<file path="src/rtl/tmr8_pkg.sv">
package tmr8_pkg;

    localparam int ADDR_W = 3;

    localparam logic [ADDR_W-1:0] REG_CTRL  = 3'd0;
    localparam logic [ADDR_W-1:0] REG_FORCE = 3'd1;
    localparam logic [ADDR_W-1:0] REG_COUNT = 3'd2;
    localparam logic [ADDR_W-1:0] REG_CMPA  = 3'd3;
    localparam logic [ADDR_W-1:0] REG_CMPB  = 3'd4;
    localparam logic [ADDR_W-1:0] REG_FLAGS = 3'd5;

    localparam int FLG_OVF  = 0;
    localparam int FLG_CMPA = 1;
    localparam int FLG_CMPB = 2;
    localparam int NUM_FLG  = 3;
    localparam int NUM_CH   = 2;

    typedef enum logic [1:0] {
        WG_FREE = 2'b00,
        WG_CTC  = 2'b01,
        WG_PW0  = 2'b10,
        WG_PW1  = 2'b11
    } wgen_mode_e;

    typedef enum logic [1:0] {
        ACT_OFF    = 2'b00,
        ACT_TOGGLE = 2'b01,
        ACT_CLEAR  = 2'b10,
        ACT_SET    = 2'b11
    } out_act_e;

    typedef struct packed {
        out_act_e   act_b;
        out_act_e   act_a;
        wgen_mode_e mode;
    } ctrl_t;

    localparam int CTRL_W = $bits(ctrl_t);

    typedef struct packed {
        logic hit_b;
        logic hit_a;
        logic ovf;
    } evt_t;

    function automatic logic apply_act(input out_act_e act, input logic cur);
        logic nxt;
        case (act)
            ACT_TOGGLE: nxt = ~cur;
            ACT_CLEAR:  nxt = 1'b0;
            ACT_SET:    nxt = 1'b1;
            default:    nxt = cur;
        endcase
        return nxt;
    endfunction

    function automatic logic is_pw_mode(input wgen_mode_e m);
        return m[1];
    endfunction

endpackage

</file>
<file path="src/rtl/tmr8_counter.sv">
module tmr8_counter
    import tmr8_pkg::*;
#(
    parameter int W = 8
) (
    input  logic         clk,
    input  logic         rst,
    input  logic         tick_en,
    input  wgen_mode_e   mode,
    input  logic         load,
    input  logic [W-1:0] load_val,
    input  logic         top_hit,
    output logic [W-1:0] count,
    output logic         eval,
    output logic         ovf_evt
);
    localparam logic [W-1:0] CNT_MAX = {W{1'b1}};

    logic [W-1:0] cnt_q;
    logic         blk_q;

    assign eval    = tick_en & ~load & ~blk_q;
    assign ovf_evt = tick_en & ~load & (cnt_q == CNT_MAX);
    assign count   = cnt_q;

    always_ff @(posedge clk) begin
        if (rst) begin
            cnt_q <= '0;
            blk_q <= 1'b0;
        end else if (load) begin
            cnt_q <= load_val;
            blk_q <= 1'b1;
        end else if (tick_en) begin
            blk_q <= 1'b0;
            if (mode == WG_CTC && top_hit)
                cnt_q <= '0;
            else
                cnt_q <= cnt_q + 1'b1;
        end
    end
endmodule

</file>
<file path="src/rtl/tmr8_cmp_chan.sv">
module tmr8_cmp_chan
    import tmr8_pkg::*;
#(
    parameter int W = 8
) (
    input  logic         clk,
    input  logic         rst,
    input  logic         eval,
    input  logic [W-1:0] count,
    input  logic [W-1:0] cmp_val,
    input  out_act_e     act,
    input  logic         force_hit,
    output logic         match_evt,
    output logic         wave
);
    logic wave_q;

    assign match_evt = eval & (count == cmp_val);
    assign wave      = wave_q;

    always_ff @(posedge clk) begin
        if (rst)
            wave_q <= 1'b0;
        else if (match_evt | force_hit)
            wave_q <= apply_act(act, wave_q);
    end
endmodule

</file>
<file path="src/rtl/tmr8_regs.sv">
module tmr8_regs
    import tmr8_pkg::*;
#(
    parameter int W = 8
) (
    input  logic              clk,
    input  logic              rst,
    input  logic              bus_we,
    input  logic [ADDR_W-1:0] bus_addr,
    input  logic [W-1:0]      bus_wdata,
    input  logic [W-1:0]      count,
    input  evt_t              evt,
    output logic [W-1:0]      bus_rdata,
    output ctrl_t             ctrl,
    output logic [W-1:0]      cmp_a,
    output logic [W-1:0]      cmp_b,
    output logic [NUM_FLG-1:0] flags,
    output logic [NUM_CH-1:0] force_hit,
    output logic              cnt_load
);
    ctrl_t              ctrl_q;
    logic [W-1:0]       cmpa_q, cmpb_q;
    logic [NUM_FLG-1:0] flg_q, flg_set, flg_clr;
    logic               wr_ctrl, wr_cmpa, wr_cmpb, wr_flags, wr_force;

    assign wr_ctrl  = bus_we && bus_addr == REG_CTRL;
    assign wr_cmpa  = bus_we && bus_addr == REG_CMPA;
    assign wr_cmpb  = bus_we && bus_addr == REG_CMPB;
    assign wr_flags = bus_we && bus_addr == REG_FLAGS;
    assign wr_force = bus_we && bus_addr == REG_FORCE;
    assign cnt_load = bus_we && bus_addr == REG_COUNT;

    generate
        for (genvar k = 0; k < NUM_CH; k++) begin : g_force
            assign force_hit[k] = wr_force & bus_wdata[k] & ~is_pw_mode(ctrl_q.mode);
        end
    endgenerate

    assign flg_set[FLG_OVF]  = evt.ovf;
    assign flg_set[FLG_CMPA] = evt.hit_a;
    assign flg_set[FLG_CMPB] = evt.hit_b;
    assign flg_clr = wr_flags ? bus_wdata[NUM_FLG-1:0] : '0;

    always_ff @(posedge clk) begin
        if (rst) begin
            ctrl_q <= '0;
            cmpa_q <= '0;
            cmpb_q <= '0;
            flg_q  <= '0;
        end else begin
            if (wr_ctrl) ctrl_q <= ctrl_t'(bus_wdata[CTRL_W-1:0]);
            if (wr_cmpa) cmpa_q <= bus_wdata;
            if (wr_cmpb) cmpb_q <= bus_wdata;
            flg_q <= (flg_q & ~flg_clr) | flg_set;
        end
    end

    always_comb begin
        bus_rdata = '0;
        case (bus_addr)
            REG_CTRL:  bus_rdata[CTRL_W-1:0]  = ctrl_q;
            REG_COUNT: bus_rdata               = count;
            REG_CMPA:  bus_rdata               = cmpa_q;
            REG_CMPB:  bus_rdata               = cmpb_q;
            REG_FLAGS: bus_rdata[NUM_FLG-1:0] = flg_q;
            default:   bus_rdata               = '0;
        endcase
    end

    assign ctrl  = ctrl_q;
    assign cmp_a = cmpa_q;
    assign cmp_b = cmpb_q;
    assign flags = flg_q;
endmodule

</file>
<file path="src/rtl/tmr8_dual_cmp.sv">
module tmr8_dual_cmp
    import tmr8_pkg::*;
#(
    parameter int W = 8
) (
    input  logic              clk,
    input  logic              rst,
    input  logic              tick_en,
    input  logic              bus_we,
    input  logic [ADDR_W-1:0] bus_addr,
    input  logic [W-1:0]      bus_wdata,
    output logic [W-1:0]      bus_rdata,
    output logic              wave_a,
    output logic              wave_b
);
    ctrl_t              ctrl_w;
    logic [W-1:0]       count_w, cmpa_w, cmpb_w;
    logic [NUM_FLG-1:0] flags_w;
    logic [NUM_CH-1:0]  force_w, match_w, wave_w;
    logic               load_w, eval_w, ovf_w;
    evt_t               evt_w;

    logic [W-1:0]       cmp_arr [NUM_CH];
    out_act_e           act_arr [NUM_CH];

    assign cmp_arr[0] = cmpa_w;
    assign cmp_arr[1] = cmpb_w;
    assign act_arr[0] = ctrl_w.act_a;
    assign act_arr[1] = ctrl_w.act_b;

    assign evt_w.ovf   = ovf_w;
    assign evt_w.hit_a = match_w[0];
    assign evt_w.hit_b = match_w[1];

    tmr8_regs #(.W(W)) u_regs (
        .clk       (clk),
        .rst       (rst),
        .bus_we    (bus_we),
        .bus_addr  (bus_addr),
        .bus_wdata (bus_wdata),
        .count     (count_w),
        .evt       (evt_w),
        .bus_rdata (bus_rdata),
        .ctrl      (ctrl_w),
        .cmp_a     (cmpa_w),
        .cmp_b     (cmpb_w),
        .flags     (flags_w),
        .force_hit (force_w),
        .cnt_load  (load_w)
    );

    tmr8_counter #(.W(W)) u_cnt (
        .clk      (clk),
        .rst      (rst),
        .tick_en  (tick_en),
        .mode     (ctrl_w.mode),
        .load     (load_w),
        .load_val (bus_wdata),
        .top_hit  (match_w[0]),
        .count    (count_w),
        .eval     (eval_w),
        .ovf_evt  (ovf_w)
    );

    generate
        for (genvar c = 0; c < NUM_CH; c++) begin : g_chan
            tmr8_cmp_chan #(.W(W)) u_chan (
                .clk       (clk),
                .rst       (rst),
                .eval      (eval_w),
                .count     (count_w),
                .cmp_val   (cmp_arr[c]),
                .act       (act_arr[c]),
                .force_hit (force_w[c]),
                .match_evt (match_w[c]),
                .wave      (wave_w[c])
            );
        end
    endgenerate

    assign wave_a = wave_w[0];
    assign wave_b = wave_w[1];
endmodule

</file>
<file path="config.mk">
export PLATFORM = sky130hd
export DESIGN_NAME = tmr8_dual_cmp
export DESIGN_NICKNAME = d
export VERILOG_FILES = /design/src/rtl/tmr8_pkg.sv /design/src/rtl/tmr8_counter.sv /design/src/rtl/tmr8_cmp_chan.sv /design/src/rtl/tmr8_regs.sv /design/src/rtl/tmr8_dual_cmp.sv
export SDC_FILE = /design/constraint.sdc
export NUM_CORES = 1
export LEC_CHECK = 0
export BUFFER_PORTS_ARGS = -buffer_cell sky130_fd_sc_hd__buf_2
export CORE_ASPECT_RATIO = 0.75
export CORE_MARGIN = 2
export CORE_UTILIZATION = 51
export CTS_CLUSTER_DIAMETER = 50
export CTS_CLUSTER_SIZE = 24
export DETAILED_ROUTE_END_ITERATION = 10
export GPL_TIMING_DRIVEN = 0
export PLACE_DENSITY = 0.77
export SKIP_CTS_REPAIR_TIMING = 1
export SLEW_MARGIN = 5
export SYNTH_ARGS = -nofsm -noshare
export SYNTH_HDL_FRONTEND = slang
export SYNTH_SLANG_ARGS = --single-unit
</file>
<file path="constraint.sdc">
create_clock -name clk -period 2.6 [get_ports clk]
set_input_delay 0.13 -clock clk [delete_from_list [all_inputs] [get_ports clk]]
set_output_delay 0.13 -clock clk [all_outputs]
set_load 0.05 [all_outputs]
</file>
Word level (Yosys, flattened, before mapping) --
Index checks and enable logic that the tools add are counted.
Storage, ports and cells: register bits 36, input bits 15, output and inout bits 10, word-level logic and storage cells 69
Cells by class: add/sub/neg operators 1, eq/ne operators 15, mux-type cells 11, bitwise logic cells 19, reductions and logical operators 13
Operators by type and width (count):
- $mux 8 | 3
- $eq 8x8->1 | 2
- $pmux 3 s5 | 1
- $pmux 3 s4 | 1
- $and 1x1->1 | 9
- $add 8x1->8 const B | 1
- $eq 2x2->1 const B | 4
- $eq 8x8->1 const B | 1
- $logic_and 1x1->1 | 7
- $eq 2x1->1 const B | 3
- $eq 3x2->1 const B | 2
- $eq 3x3->1 const B | 2
- $pmux 1 s3 | 2
- $pmux 2 s3 | 1
- $reduce_bool 3->1 | 2
- $not 1->1 | 5
- $reduce_and 2->1 | 2
- $and 3x3->3 | 1
- $eq 3x1->1 const B | 1
- $logic_not 3->1 | 1
- $mux 3 | 1
- $not 3->3 | 1
- $or 3x3->3 | 1
- $mux 1 | 2
- 2 further kinds | 3

Logic depth before layout (Yosys ltp) --
Gate-level depths: netlist (run 1).
depth after elaboration 10, depth in mapped cells 6, mapped depth without buffers 4

Modules after synthesis --
A second synthesis (run 1) with hierarchy kept.
Unflattened totals: cells, all modules 255, area total of the unflattened synthesis 2118.3 um2
Modules (own cells, without submodules):
- tmr8_regs | times used 1, cells each 145, area an instance 1258.7 um2, seq. area each 500.5 um2
- tmr8_counter | times used 1, cells each 70, area an instance 539.3 um2, seq. area each 180.2 um2
- tmr8_cmp_chan | times used 2, cells each 20, area an instance 160.2 um2, seq. area each 20.0 um2

Worst setup path after synthesis (run 1) --
OpenSTA, ideal clock, no wires.
path type in2out, start point in bus_addr[1], end point out bus_rdata[6], data arrival time 1.955 ns, data required time 2.470 ns, path slack 0.515 ns, stages 4, path buffers 1, cells stage by stage clkbuf_1 > nor2b_1 > a22oi_1 > o21ai_0
Between the ends: longest elaborated chain between the ends 2, elaborated cells between the ends (all ways) 4, those cells by class eq/ne (3); mux (1)
RTL lines:
- start, declared | RTL line tmr8_dual_cmp.sv:10 | input logic [ADDR_W-1:0] bus_addr,
- $eq 3x3->1 / $eq 3x2->1 (equally long branches) | RTL line tmr8_regs.sv:60 | case (bus_addr)
- $pmux 2 s3 * | RTL line tmr8_regs.sv:60
- end, declared | RTL line tmr8_dual_cmp.sv:12 | output logic [W-1:0] bus_rdata,
Mark *: on every way between the ends. The rest lies on a longest branch, timed or not.

Worst setup path after layout (run 1) --
start point reg u_cnt.cnt_q[5], in the netlist u_cnt.count[5], end point reg u_cnt.cnt_q[4], in the netlist u_cnt.count[4]
Between the ends: longest elaborated chain between the ends 6
RTL lines:
- start, declared | RTL line tmr8_counter.sv:19 | logic [W-1:0] cnt_q;
- start signal, assigned | RTL line tmr8_counter.sv:31 | cnt_q <= load_val;
- start signal, assigned | RTL line tmr8_counter.sv:38 | cnt_q <= cnt_q + 1'b1;
- $eq 8x8->1 | RTL line tmr8_cmp_chan.sv:18 | assign match_evt = eval & (count == cmp_val);
- $and 1x1->1 | RTL line tmr8_cmp_chan.sv:18
- $logic_and 1x1->1 | RTL line tmr8_counter.sv:35 | if (mode == WG_CTC && top_hit)
- $mux 8 | RTL line tmr8_counter.sv:35
- $mux 8 | RTL line tmr8_counter.sv:33 | end else if (tick_en) begin
- $mux 8 | RTL line tmr8_counter.sv:30 | end else if (load) begin
No other way between the ends. The select of a mux whose other input is x is not followed. A chain may end at the register's enable or synchronous reset.

==> flow_metrics.env, run 1 <==
export IMPL_hold_path_class="input pin to flop"
export IMPL_yosysWarnings=0
export IMPL_ir_worst_vdd_mv=0.373
export IMPL_fin_cells=352
export IMPL_ys_flop_type="dfxtp_1"
export IMPL_cts_made_buffers=5
export IMPL_grt_setup_unrepaired="false"
export IMPL_htreeDepth=2
export IMPL_num_vias=2086
export IMPL_synthCells=266
export IMPL_io_buffers=23
export IMPL_ff2ff_setup_slack_ns=0.52
export IMPL_routedWlPerCell_microns=16.6
export IMPL_yosysSeqAreaShare=0.341
export IMPL_nFillCells=369
export IMPL_post_route_period_util=0.798
export IMPL_ant_nets=0
export IMPL_hold_violations=0
export IMPL_p_leak_nw=0.965
export IMPL_grt_use_total=0.266
export IMPL_met3WireLength_microns=404
export IMPL_syn_cell_area_sq_mm=0.00211
export IMPL_start_kind="flop"
export IMPL_place_ws_ns=0.546
export IMPL_wl_met1_microns=2860
export IMPL_wl_met2_microns=2500
export IMPL_min_path_cells=3
export IMPL_cpMaxStageDelayCell="nor4_4"
export IMPL_avgSynthCellArea_sq_um=7.94
export IMPL_path_clk_slew_ns=0.08
export IMPL_p_per_area_mw_per_mm2=555
export IMPL_final_max_slew_viol_count=0
export IMPL_cp_required_ns=2.76
export IMPL_antenna_found_initial=0
export IMPL_critPathBufInv=1
export IMPL_diodes=0
export IMPL_num_nets_final=312
export IMPL_synthArstFlopShare=0
export IMPL_dr_pass1_iters=5
export IMPL_avgViaCountPerCell=5.93
export IMPL_die_y_microns=59.7
export IMPL_grt_pass1_vias=1904
export IMPL_fmax_ghz=0.482
export IMPL_yosys_register_bits=36
export IMPL_relSlewSlack=0.648
export IMPL_clockRootBuffer="clkbuf_8"
export IMPL_die_w_microns=78.3
export IMPL_skew_ns=0.00626
export IMPL_setup_tns_ns=0
export IMPL_crit_chain="clkbuf_1, xor2_1, or4_4, nor4_4, o32ai_1"
export IMPL_routed_top_layer="met4"
export IMPL_critical_path_arrival_ns=2.24
export IMPL_final_common_cell="nand2_1"
export IMPL_crit_cells=5
export IMPL_rr_worst_depth=5
export IMPL_drive_gt1_frac=0.114
export IMPL_dpl_cell_count=344
export IMPL_ys_types=44
export IMPL_drt_wl_total_microns=5830
export IMPL_start_util=0.528
export IMPL_ff_latch_area_sq_um=721
export IMPL_synth_edf_count=0
export IMPL_grt_pass1_wl_microns=9430
export IMPL_area_delta_synth_final_pct=14.7
export IMPL_drt_initial_drc_count=274
export IMPL_cts_tree="done"
export IMPL_fp_row_count=20
export IMPL_max_cap_violations=0
export IMPL_dp_hpwl_microns=4300
export IMPL_status="finished, final reports clean"
export IMPL_clk_latency_ns=0.29
export IMPL_crit_family="simple AND/OR/NAND/NOR gates"
export IMPL_cts_sinks=36
export IMPL_finalSetupViolations=0
export IMPL_gp_congestion=0.886
export IMPL_period_minus_slack_ns=2.08
export IMPL_grt_max_degree=12
export IMPL_synth_nets=282
export IMPL_multi_input_area_sq_mm=0.00130
export IMPL_critPathMaxFanout=8
export IMPL_final_cell_mix="nand2_1 (44), dfxtp_1 (36), a21oi_1 (31)"
export IMPL_path_class="flop to flop"
export IMPL_gr_total_overflow=0
export IMPL_die_area_sq_mm=0.00468
export IMPL_drc=0
export IMPL_cts_max_path_buffers=2
export IMPL_coreArea_sq_mm=0.00400
export IMPL_ioPinCount=25
export IMPL_setup_slack_ns=0.525
export IMPL_crit_path_end_kind="flop"
export IMPL_tightestPinTransition_ns=0.525
export IMPL_slowest_delay_ns=0.53
-- Yosys cell counts (2+ instances only) --
master,number,share of area
nand2b_1,4,0.012
nor2b_1,4,0.012
nand4_1,3,0.0089
nand3_1,3,0.0071
a21oi_1,31,0.073
mux2i_1,14,0.066
nand2_1,44,0.078
or4_1,2,0.0071
and4b_1,4,0.019
a31oi_1,4,0.012
and2_1,2,0.0059
dfxtp_1,36,0.34
o32ai_1,7,0.029
o21ai_0,5,0.012
clkbuf_1,20,0.036
nand4b_1,2,0.0083
a21boi_0,2,0.0071
inv_1,4,0.0071
and3_1,9,0.027
nor2_1,15,0.027
o21a_1,2,0.0071
o22ai_1,2,0.0059
nor3b_1,2,0.0071
nor4_1,2,0.0059
xor2_1,15,0.062
a22oi_1,3,0.011
nor3_1,2,0.0047
xnor2_1,7,0.029
-- worst reg2reg max path, cell delays in order, from the launching register on --
cell	delay, ns
dfxtp_1	0.31
clkbuf_1	0.32
xor2_1	0.15
or4_4	0.47
nor4_4	0.53
o32ai_1	0.16
-- per-layer routing --
layer,up-vias,track usage
met5,-,0
li1,1007,-
met1,967,0.380
met4,0,0.0927
met3,9,0.0529
met2,103,0.406
-- sequential cells by signal (all words and copies together), names as in the netlist --
register	flops
g_chan.u_chan.wave	2
u_cnt.blk_q	1
u_cnt.count	8
u_regs.cmp_a	8
u_regs.cmp_b	8
u_regs.ctrl	6
u_regs.flags	3
-- per-stage QoR --
step	util	power, mW	cell area (sq um)	hold WS [ns]
after global routing	0.605	1.38	2420	0.105
after CTS	0.605	1.34	2420	0.0960
after global placement	0.573	0.797	2300	0.405
after detailed placement	0.573	0.802	2300	0.409
final	0.605	1.34	2420	0.0974
after floorplan	-	0.738	2110	0.266
-- cells by family after synthesis --
logic type | share of synthesized area
buf+inv | 0.0444
simple gates | 0.271
compound gates | 0.180
mux | 0.0663
fa+ha+maj | 0.00592
xor+xnor | 0.0912
flops | 0.341
-- power by group --
group	total, mW	switching [mW]	internal (mW)
Combinational	0.202	0.132	0.0702
Clock	0.549	0.210	0.339
Sequential	0.593	0.0213	0.572
-- worst paths after layout --
path / startpoint / to
setup reg to reg: u_cnt.count[5] / u_cnt.count[4]
hold reg to reg: u_regs.cmp_a[7] / u_regs.cmp_a[7]
hold / removal: bus_wdata[6] / u_regs.cmp_a[6]
setup / recovery: u_cnt.count[5] / u_cnt.count[4]
-- area by class of cell --
cell class / instances / area share
plain buffers: 21 / 0.0325
clock buffers: 7 / 0.0398
clock inverters: 1 / 0.0124
inverters: 4 / 0.00620
multi-input cells: 205 / 0.536
flip-flops and latches: 36 / 0.298
well taps: 55 / 0.0284
repair buffers: 23 / 0.0475
Power figures use the tool's default switching activity.
==> run 2: changes to the inputs <==
Settings changed: PLACE_DENSITY 0.77 to 0.8.
Clock period 2.6 ns to 1.8 ns, I/O delays scaled along.
==> run 2 against run 1 <==
Against the previous run: routed wire length shrank 0.24%; combinational power grew 40%; critical endpoint is now g_chan[0].u_chan.wave; largest cell class unchanged; final cell count shrank 1.4%; non-clock buffer count shrank 5; clock power grew 11%; via count grew 0.62%; utilization shrank 1.1 points; die area is the same; sequential share of layout area grew 0.74 points; largest power group unchanged; global-route usage grew 0.80 points; clock-buffer cell count grew 1; register-to-register slack lost 0.49 ns.
==> flow_metrics.env, run 2 (synthesized netlist as in run 1, its figures left out) <==
export IMPL_status="finished, final reports clean"
export IMPL_tightestPinTransition_ns=0.561
export IMPL_drc=0
export IMPL_num_vias=2099
export IMPL_rr_worst_depth=4
export IMPL_clockRootBuffer="clkbuf_8"
export IMPL_crit_chain="xor2_1, or4_4, o311a_1, a211o_1"
export IMPL_grt_use_total=0.274
export IMPL_cts_made_buffers=5
export IMPL_grt_setup_unrepaired="false"
export IMPL_start_kind="flop"
export IMPL_dpl_cell_count=344
export IMPL_fin_util=0.594
export IMPL_dr_pass1_iters=5
export IMPL_combPwrFrac=0.161
export IMPL_fmax_ghz=0.566
export IMPL_cts_sinks=36
export IMPL_crit_cells=4
export IMPL_crit_family="simple AND/OR/NAND/NOR gates"
export IMPL_ir_worst_vdd_mv=0.339
export IMPL_p_sw_mw=0.516
export IMPL_dp_hpwl_microns=4250
export IMPL_grt_pass1_wl_microns=9630
export IMPL_r2r_start="u_cnt.count[5]"
export IMPL_ff2ff_setup_slack_ns=0.03
export IMPL_min_to="u_regs.cmp_a[7]"
export IMPL_cts_max_path_buffers=2
export IMPL_slowest_delay_ns=0.57
export IMPL_critPathBufInv=0
export IMPL_drt_wl_total_microns=5820
export IMPL_setup_slack_ns=0.0336
export IMPL_cpMaxStageDelayCell="or4_4"
export IMPL_die_y_microns=59.7
export IMPL_num_nets_final=307
export IMPL_final_max_slew_viol_count=0
export IMPL_final_common_cell="nand2_1"
export IMPL_ioPinCount=25
export IMPL_diodes=0
export IMPL_crit_path_end_kind="flop"
export IMPL_coreArea_sq_mm=0.00400
export IMPL_grt_pass1_vias=1892
export IMPL_ant_nets=0
export IMPL_htreeDepth=2
export IMPL_min_path_cells=3
export IMPL_hold_violations=0
export IMPL_p_total_mw=1.75
export IMPL_worst_hold_slack_ns=0.0634
export IMPL_fin_cells=347
export IMPL_io_buffers=23
export IMPL_nFillCells=374
export IMPL_antenna_found_initial=0
export IMPL_finalSetupViolations=0
export IMPL_gr_total_overflow=0
export IMPL_cts_tree="done"
export IMPL_r2r_end="g_chan[0].u_chan.wave"
export IMPL_drive_gt1_frac=0.127
export IMPL_hold_path_class="input pin to flop"
export IMPL_die_w_microns=78.3
export IMPL_fp_row_count=20
export IMPL_clk_latency_ns=0.30
export IMPL_cp_required_ns=1.99
export IMPL_die_area_sq_mm=0.00468
export IMPL_max_cap_violations=0
export IMPL_relSlewSlack=0.626
export IMPL_p_seq_frac=0.492
export IMPL_drt_initial_drc_count=285
export IMPL_area_delta_synth_final_pct=12.7
export IMPL_critical_path_arrival_ns=1.96
export IMPL_skew_ns=0.00605
export IMPL_p_leak_nw=0.950
export IMPL_p_clk_frac=0.348
export IMPL_path_clk_slew_ns=0.07
export IMPL_period_minus_slack_ns=1.77
export IMPL_final_cell_mix="nand2_1 (44), dfxtp_1 (34), a21oi_1 (31)"
export IMPL_gp_congestion=0.920
export IMPL_post_route_period_util=0.981
export IMPL_grt_max_degree=11
export IMPL_critPathMaxFanout=7
export IMPL_routedWlPerCell_microns=16.8
export IMPL_path_class="flop to flop"
export IMPL_switching_share=0.294
export IMPL_avgViaCountPerCell=6.05
export IMPL_intPower_mw=1.24
export IMPL_hold_path_startpoint="bus_wdata[7]"
export IMPL_place_ws_ns=-0.282
export IMPL_p_per_area_mw_per_mm2=737
export IMPL_start_util=0.528
[run 2: cell types whose count changed in the layout (fill, tap and decap cells not counted), moves of 2 or more]
cell and delta:
clkbuf_1 -5, dfxtp_1 -2, o21ai_0 -5, o21ai_1 +5
[run 2: through the flow]
stage / area, sq um / setup TNS [ns]
final: 2380 / 0
after detailed placement: 2300 / -2.68
after CTS: 2390 / -2.74
after global placement: 2300 / -2.05
after floorplan: 2110 / 0
after global routing: 2380 / 0
[run 2: worst max path at each step]
| stage | end | start |
|---|---|---|
| floorplan | u_cnt.count[2] | u_cnt.count[7] |
| global placement | u_cnt.count[4] | u_cnt.count[7] |
| detailed placement | u_cnt.count[7] | u_cnt.count[7] |
| CTS | u_cnt.count[4] | u_cnt.count[7] |
| global route | g_chan[0].u_chan.wave | u_cnt.count[5] |
| finish | g_chan[0].u_chan.wave | u_cnt.count[5] |
[run 2: area by class of cell]
type / instances / area, sq um / area share
inverters: 4 / 15.0 / 0.00631
multi-input cells: 205 / 1300 / 0.546
flip-flops and latches: 36 / 726 / 0.305
repair buffers: 24 / 123 / 0.0515
plain buffers: 15 / 57.6 / 0.0242
well taps: 55 / 68.8 / 0.0289
clock buffers: 8 / 90.1 / 0.0379
[run 2: per-layer routing]
layer	track usage	vias up	routed length, microns
li1	-	994	-
met1	0.388	1009	2660
met2	0.427	86	2640
met3	0.0468	10	434
met4	0.100	0	89
met5	0	-	0
[run 2: power groups by stage]
stage	logic (mW)	registers (mW)	clock network (mW)
floorplan	0.187	0.879	0
global placement	0.279	0.871	0
detailed placement	0.284	0.874	0
CTS	0.286	0.856	0.611
global route	0.306	0.867	0.645
finish	0.282	0.862	0.610
[run 2: worst min-delay path, delay by kind of cell]
| kind | cells | cell delay (ns) |
|---|---|---|
| AOI/OAI and AO/OA | 1 | 0.05 |
| buffers and inverters | 1 | 0.12 |
| and+or+nand+nor | 1 | 0.06 |
==> run 3: changes to the inputs <==
Settings changed: ABC_AREA from default to 1, REMOVE_ABC_BUFFERS from default to 1.
==> run 3 against run 2 <==
Against the previous run: routed wire length shrank 7.6%; critical path type is now flop to output pin; sequential share of layout area decreased by 0.40 points; first-iteration DRC count shrank 24%; via count is 2.6% lower; critical endpoint is now bus_rdata[1]; largest power group unchanged.
==> flow_metrics.env, run 3 <==
export IMPL_status="finished, final reports clean"
export IMPL_gp_congestion=0.904
export IMPL_grt_pass1_wl_microns=8800
export IMPL_clk_latency_ns=0.29
export IMPL_drt_wl_total_microns=5370
export IMPL_htreeDepth=2
export IMPL_ff2ff_setup_slack_ns=0.29
export IMPL_grt_setup_unrepaired="false"
export IMPL_cts_made_buffers=5
export IMPL_ys_flop_type="dfxtp_1"
export IMPL_crit_path_end_kind="output pin"
export IMPL_dp_hpwl_microns=3810
export IMPL_synthArstFlopShare=0
export IMPL_num_vias=2045
export IMPL_relSlewSlack=0.447
export IMPL_hold_violations=0
export IMPL_synth_edf_count=0
export IMPL_fmax_ghz=0.637
export IMPL_final_cell_mix="nand2_1 (55), inv_1 (45), dfxtp_1 (36)"
export IMPL_slowest_delay_ns=0.37
export IMPL_cts_tree="done"
export IMPL_die_w_microns=79.9
export IMPL_area_delta_synth_final_pct=8.75
export IMPL_drc=0
export IMPL_p_leak_nw=0.976
export IMPL_avgSynthCellArea_sq_um=7.27
export IMPL_final_common_cell="nand2_1"
export IMPL_crit_chain="inv_1, o22ai_1, a221oi_1, o21ai_0, buf_2"
export IMPL_dr_pass1_iters=5
export IMPL_period_minus_slack_ns=1.57
export IMPL_grt_pass1_vias=1778
export IMPL_coreArea_sq_mm=0.00410
export IMPL_path_class="flop to output pin"
export IMPL_routedWlPerCell_microns=14.2
export IMPL_crit_family="compound AO/OA/AOI/OAI gates"
export IMPL_path_clk_slew_ns=0.07
export IMPL_ioPinCount=25
export IMPL_setup_slack_ns=0.230
export IMPL_critPathMaxFanout=5
export IMPL_diodes=0
export IMPL_fin_util=0.584
export IMPL_ys_types=31
export IMPL_synth_top_cells_by_count="nand2_1 (55), inv_1 (45), dfxtp_1 (36)"
export IMPL_tightestPinTransition_ns=0.830
export IMPL_syn_cell_area_sq_mm=0.00220
export IMPL_r2r_start="u_cnt.count[0]"
export IMPL_die_area_sq_mm=0.00486
export IMPL_min_path_cells=3
export IMPL_post_route_period_util=0.872
export IMPL_final_max_slew_viol_count=0
export IMPL_drive_gt1_frac=0.220
export IMPL_yosysTopAreaCellShare=0.327
export IMPL_cp_required_ns=1.71
export IMPL_critical_path_arrival_ns=1.48
export IMPL_synth_largest_area_cell="dfxtp_1"
export IMPL_avgViaCountPerCell=5.42
export IMPL_finalSetupViolations=0
export IMPL_p_per_area_mw_per_mm2=748
export IMPL_drt_initial_drc_count=218
export IMPL_yosys_register_bits=36
export IMPL_antenna_found_initial=0
export IMPL_r2r_end="u_cnt.count[6]"
export IMPL_max_cap_violations=0
export IMPL_fp_row_count=20
export IMPL_ant_nets=0
export IMPL_gr_total_overflow=0
export IMPL_start_kind="flop"
export IMPL_io_buffers=24
export IMPL_cpMaxStageDelayCell="dfxtp_1"
export IMPL_die_y_microns=60.9
export IMPL_cts_max_path_buffers=2
export IMPL_synth_area_leaders="dfxtp_1 (33%), nand2_1 (9.4%), inv_1 (7.7%), nand3_1 (4.5%), a211oi_1 (4.4%)"
export IMPL_min_to="u_regs.cmp_a[6]"
export IMPL_critPathBufInv=2
export IMPL_cts_sinks=36
export IMPL_skew_ns=0.00878
export IMPL_yosysMostFrequentCell="nand2_1"
export IMPL_place_ws_ns=0.199
export IMPL_hold_path_class="input pin to flop"
export IMPL_start_util=0.537
export IMPL_clockRootBuffer="clkbuf_8"
export IMPL_worst_hold_slack_ns=0.0941
export IMPL_rr_worst_depth=7
export IMPL_grt_use_total=0.244
export IMPL_setup_tns_ns=0
export IMPL_nFillCells=387
export IMPL_grt_max_degree=37
export IMPL_num_nets_final=338
export IMPL_ir_worst_vdd_mv=0.587
export IMPL_p_total_mw=1.79
export IMPL_synthCells=303
export IMPL_startpoint="u_cnt.count[1]"
export IMPL_yosysSeqAreaShare=0.327
export IMPL_hold_path_startpoint="bus_wdata[6]"
export IMPL_yosysWarnings=0
-- run 3: where the power goes --
| part | switching [mW] | internal (mW) | total [mW] |
|---|---|---|---|
| sequential | 0.0277 | 0.827 | 0.855 |
| clock | 0.298 | 0.341 | 0.639 |
| combinational | 0.204 | 0.0938 | 0.297 |
-- run 3: metal layers --
metal	GRT usage	up-vias	wire, microns
met5	0	-	0
met4	0.0630	0	70
met3	0.0655	8	523
met2	0.359	79	2180
met1	0.356	923	2600
li1	-	1035	-
-- run 3: cell type report --
class	count	area (sq um)	area share
tap	55	68.8	0.0287
timing repair buffer	24	120	0.0502
inverter	53	199	0.0831
clock buffer	7	96.3	0.0402
multi-input combinational	202	1190	0.497
sequential	36	721	0.301
-- run 3: tightest hold or removal path, stage by stage --
cell     delay (ns)
buf_2          0.11
nand3_1        0.07
a21oi_1        0.06
-- run 3: how the worst max path moves through the flow --
stage	end	slack [ns]	cells after the start
2_1_floorplan	bus_rdata[3]	0.23	2
6_report	bus_rdata[1]	0.23	5
4_1_cts	bus_rdata[1]	0.25	5
5_1_grt	bus_rdata[1]	0.11	5
3_3_place_gp	u_regs.cmp_a[4]	0.22	8
3_5_place_dp	u_regs.cmp_a[1]	0.20	8
-- run 3: cell families (layout without fill, tap and decap cells) --
family / after synthesis / in the layout / synth area share
adders and majority gates: 1 / 1 / 0.00568
DFF: 36 / 36 / 0.327
and+or+nand+nor: 119 / 119 / 0.260
AOI/OAI and AO/OA: 67 / 67 / 0.215
xor gates and xnor gates: 15 / 15 / 0.0597
buffers and inverters: 65 / 84 / 0.132
-- run 3: stage by stage --
step / cells / area [sq um]
2_1_floorplan: 291 / 2110
4_1_cts: 377 / 2390
6_report: 377 / 2390
3_3_place_gp: 370 / 2300
3_5_place_dp: 370 / 2300
5_1_grt: 377 / 2390
